==> src/rtl/eth_rx_pkg.sv <==
package eth_rx_pkg;
  localparam int LEN_W = 16;
  localparam int CRC_W = 32;
  localparam int DRIB_W = 3;
  localparam logic [CRC_W-1:0] CRC_POLY = 32'h04C1_1DB7;
  localparam logic [CRC_W-1:0] CRC_INIT = '1;
  localparam logic [CRC_W-1:0] CRC_GOOD = 32'hC704_DD7B;

  typedef struct packed {
    logic [LEN_W-1:0]  len;
    logic [DRIB_W-1:0] drib;
    logic              short_f;
    logic              align_err;
    logic              crc_err;
    logic              accept;
  } rx_stat_t;

  localparam int STAT_W = $bits(rx_stat_t);

  typedef enum logic [1:0] {
    ST_IDLE = 2'd0,
    ST_RECV = 2'd1,
    ST_HUNT = 2'd2
  } rx_state_e;
endpackage

==> src/rtl/eth_rx_framer.sv <==
module eth_rx_framer
  import eth_rx_pkg::*;
(
  input  logic              clk_i,
  input  logic              rst_ni,
  input  logic              valid_i,
  input  logic              eof_i,
  input  logic              crc_bad_i,
  output logic              take_o,
  output logic              start_o,
  output logic              oct_end_o,
  output logic              close_o,
  output logic [LEN_W-1:0]  len_o,
  output logic [DRIB_W-1:0] drib_o
);
  localparam logic [LEN_W-1:0]  LEN_MAX  = '1;
  localparam logic [DRIB_W-1:0] IDX_LAST = '1;

  rx_state_e         state_q, state_d;
  logic [DRIB_W-1:0] idx_q, idx_base;
  logic [LEN_W-1:0]  oct_q, oct_base, oct_inc;

  assign take_o    = valid_i && (state_q != ST_HUNT);
  assign start_o   = take_o && (state_q == ST_IDLE);
  assign idx_base  = start_o ? '0 : idx_q;
  assign oct_base  = start_o ? '0 : oct_q;
  assign oct_end_o = (idx_base == IDX_LAST);
  assign oct_inc   = !oct_end_o ? oct_base :
                     (oct_base == LEN_MAX) ? oct_base : oct_base + 1'b1;
  assign close_o   = take_o && eof_i;
  assign len_o     = oct_inc;
  assign drib_o    = oct_end_o ? '0 : idx_base + 1'b1;

  always_comb begin
    state_d = state_q;
    unique case (state_q)
      ST_IDLE, ST_RECV: begin
        if (close_o)     state_d = crc_bad_i ? ST_HUNT : ST_IDLE;
        else if (take_o) state_d = ST_RECV;
      end
      ST_HUNT:  if (!valid_i) state_d = ST_IDLE;
      default:  state_d = ST_IDLE;
    endcase
  end

  always_ff @(posedge clk_i or negedge rst_ni) begin
    if (!rst_ni) begin
      state_q <= ST_IDLE;
      idx_q   <= '0;
      oct_q   <= '0;
    end else begin
      state_q <= state_d;
      if (take_o) begin
        idx_q <= idx_base + 1'b1;
        oct_q <= oct_inc;
      end
    end
  end

  p_hunt_enter_r6: assert property (@(posedge clk_i) disable iff (!rst_ni)
    close_o && crc_bad_i |=> !close_o);
  p_hunt_exit_r6: assert property (@(posedge clk_i) disable iff (!rst_ni)
    (state_q == ST_HUNT) && valid_i |=> state_q == ST_HUNT);
endmodule

==> config.mk <==
export PLATFORM = sky130hd
export DESIGN_NAME = eth_rx_framer
export DESIGN_NICKNAME = d
export VERILOG_FILES = /design/src/rtl/eth_rx_pkg.sv /design/src/rtl/eth_rx_framer.sv
export SDC_FILE = /design/constraint.sdc
export NUM_CORES = 1
export LEC_CHECK = 0
export BUFFER_PORTS_ARGS = -buffer_cell sky130_fd_sc_hd__buf_2
export CAP_MARGIN = 20
export CORE_MARGIN = 4
export CORE_UTILIZATION = 46
export CTS_CLUSTER_DIAMETER = 40
export DETAILED_ROUTE_END_ITERATION = 6
export PLACE_DENSITY_LB_ADDON = 0.15
export REMOVE_ABC_BUFFERS = 1
export SYNTH_ARGS = -nofsm -noshare
export SYNTH_HDL_FRONTEND = slang
export SYNTH_SLANG_ARGS = --single-unit
==> constraint.sdc <==
create_clock -name clk_i -period 3.3 [get_ports clk_i]
set_input_delay 0.33 -clock clk_i [delete_from_list [all_inputs] [get_ports clk_i]]
set_output_delay 0.33 -clock clk_i [all_outputs]
set_load 0.03 [all_outputs]
==> flow_summary.yaml <==
outcome:
  status: "complete, no violations"
placement:
  io_buffer_count: 27
  gp_congestion: 0.825
  place_area_um2: 1710
  place_ws_ps: 321
  dp_cells: 249
  dpl.hpwl_um: 2650
floorplanning:
  io_pins: 28
  dieArea_um2: 4360
  core_area_um2: 3130
  die_height_um: 66.0
  rows: 20
  initial_core_util_pct: 49.5
  chipWidth_um: 66.0
global_routing:
  first_global_vias: 1377
  antenna_found_initial: 0
  grt_max_degree: 22
  grt_usage_pct: 18.8
  grt_pass1_wl_um: 6430
  overflow: 0
timing:
  fin_worst_skew_ps: 13.3
  hold_viol_final: 0
  hold_slack_ps: 200
  setup_slack_ps: 155
  fin_crit_sh_pct: 95.3
  fmax_mhz: 318
  slew_viol_final: 0
  tightest_slew_ps: 513
  relSlewSlack_pct: 65.5
  fin_tns_setup_ps: 0
  period_needed_ps: 3140
  setup_viol: 0
worst_setup_path:
  required_ps: 2970
  startpoint_type: "register"
  setup.worst_path.start: "state_q[0]"
  path_max_fanout: 19
  crit_chain: "nor2_2, nand2_4, inv_4, nor2b_2, ha_2, nand3_1, or3_4, o2111a_1, and3_4, xnor2_1, buf_4"
  r2r-end: "oct_q[13]"
  crit_path_top_delay_cell: "or3_4"
  slowest_delay_ps: 470
  end_kind: "primary output"
  cpLargestDelayFamily: "simple AND/OR/NAND/NOR gates"
  critical_path.endpoint: "len_o[13]"
  worstSetupPathDepth: 11
  r2r_slack_ps: 810
  worst-path-buf-inv: 2
  crit_arrival_ps: 2810
  r2r-start: "state_q[0]"
  critical_path_class: "register to primary output"
  reg2reg_depth: 10
logic_synthesis:
  yosysSeqAreaShare_pct: 34.0
  synthTopCellsByCount: "nand2_1, dfrtp_1, nor2_1, nand3_1"
  synthTopCellsByArea: "dfrtp_1, nand2_1, xor2_1"
  yosysUniqueCellTypes: 53
  yosys.area.top_type: "dfrtp_1"
  ys.flop_type: "dfrtp_1"
  ys_async_sr_fraction_pct: 100
  ys_ff_latch: 21
  synth_top_area_share_pct: 34.0
  syn_area_per_cell_um2: 8.41
  yosysMostFrequentCell: "nand2_1"
  synth-edff-count: 0
  synth_area_um2: 1550
  ys_warn_count: 0
  netlist_instances: 184
finish:
  antennaDiodeCount: 0
  area_growth_pct: 17.9
  drive_gt1_share_pct: 24.3
  nFillCells: 289
  stdcell_area_um2: 1830
  fin_util_pct: 58.4
  fin_nets: 223
  stdcell_count: 258
power:
  power_density_nw_per_um2: 445
  p_leak_nw: 0.820
  total_power_uw: 812
  peakVddDrop_uv: 353
flow_run:
  cap_violations: 0
drt:
  vias: 1462
  dr.pass1.iters: 4
  viasPerCell: 5.67
  wl_per_cell_um: 14.4
  routed_wl_um: 3720
  drc_errors: 0
  antenna_left: 0
  drt_iter0_drc: 80
cts:
  clock_latency_ps: 320
  cts_buffer_depth: 2
  cts_tree: "yes"
  cts_root_buf: "clkbuf_4"
  numClockSinks: 21
  path_clk_slew_ps: 130
  cts_buffers: 3
  cts_max_level: 1
worst_hold_path:
  hp-start: "eof_i"
  holdCritPathClass: "input pin to register"
==> logic make-up (layout without fill, tap and decap cells) <==
group	after synthesis	in the layout	share of synthesized area, %
adders and majority gates	3	3	2.43
muxes	4	4	2.67
buffers and inverters	16	46	4.61
and+or+nand+nor	92	92	30.6
AOI/OAI and AO/OA	36	36	19.0
DFF	21	21	34.0
xor gates and xnor gates	12	12	6.79
==> registers in the layout, summed over array words and instances, names as in the netlist <==
signal,cells
oct_q,16
state_q,2
idx_q,3
==> power by group <==
group / total, mW / switching (mW) / internal [mW]
Sequential: 0.334 / 0.0389 / 0.295
Clock: 0.132 / 0.0846 / 0.0473
Combinational: 0.346 / 0.222 / 0.123
Total: 0.812 / 0.346 / 0.466
==> area by class of cell <==
class                   instances  area, um2  area share, %
repair buffers                 34        195           10.7
multi-input cells             147        990           54.2
clock buffers                   4       26.3           1.44
well taps                      44       55.1           3.02
inverters                       8       32.5           1.78
flip-flops and latches         21        527           28.9
==> placed cells by master (no fill, tap or decap), types with 6 or more instances in the layout <==
master	synthesis	layout
inv_1	6	6
nor2b_1	7	6
buf_2	1	25
nand2_1	35	35
xor2_1	7	7
buf_4	0	7
dfrtp_1	21	20
nand3_1	10	10
nor2_1	13	13
==> worst min path at each step <==
stage	to	slack, ps	cells past startpoint
floorplan	idx_q[0]	30	0
global placement	oct_q[5]	330	1
detailed placement	oct_q[4]	320	1
CTS	state_q[0]	200	2
global route	state_q[0]	200	2
finish	state_q[0]	200	2
==> routing by layer <==
layer  wire, um  share of wire [%]  track usage [%]  vias up
met5          0                  0                0        -
met4         21               0.56             3.05        0
met3        162                4.4             4.08        2
met2       1820                 49             32.2       27
met1       1720                 46             24.7      702
li1           -                  -                -      731
==> timing repair <==
item | in CTS | in global routing
setup endpoints to repair | 3 | 15
resized for setup | 1 | 10
setup buffers | 0 | 4
hold buffers | 1 | 0
hold endpoints to repair | 21 | 0
pin swaps | 0 | 2
Note: power is estimated with default switching activity, not from simulation.
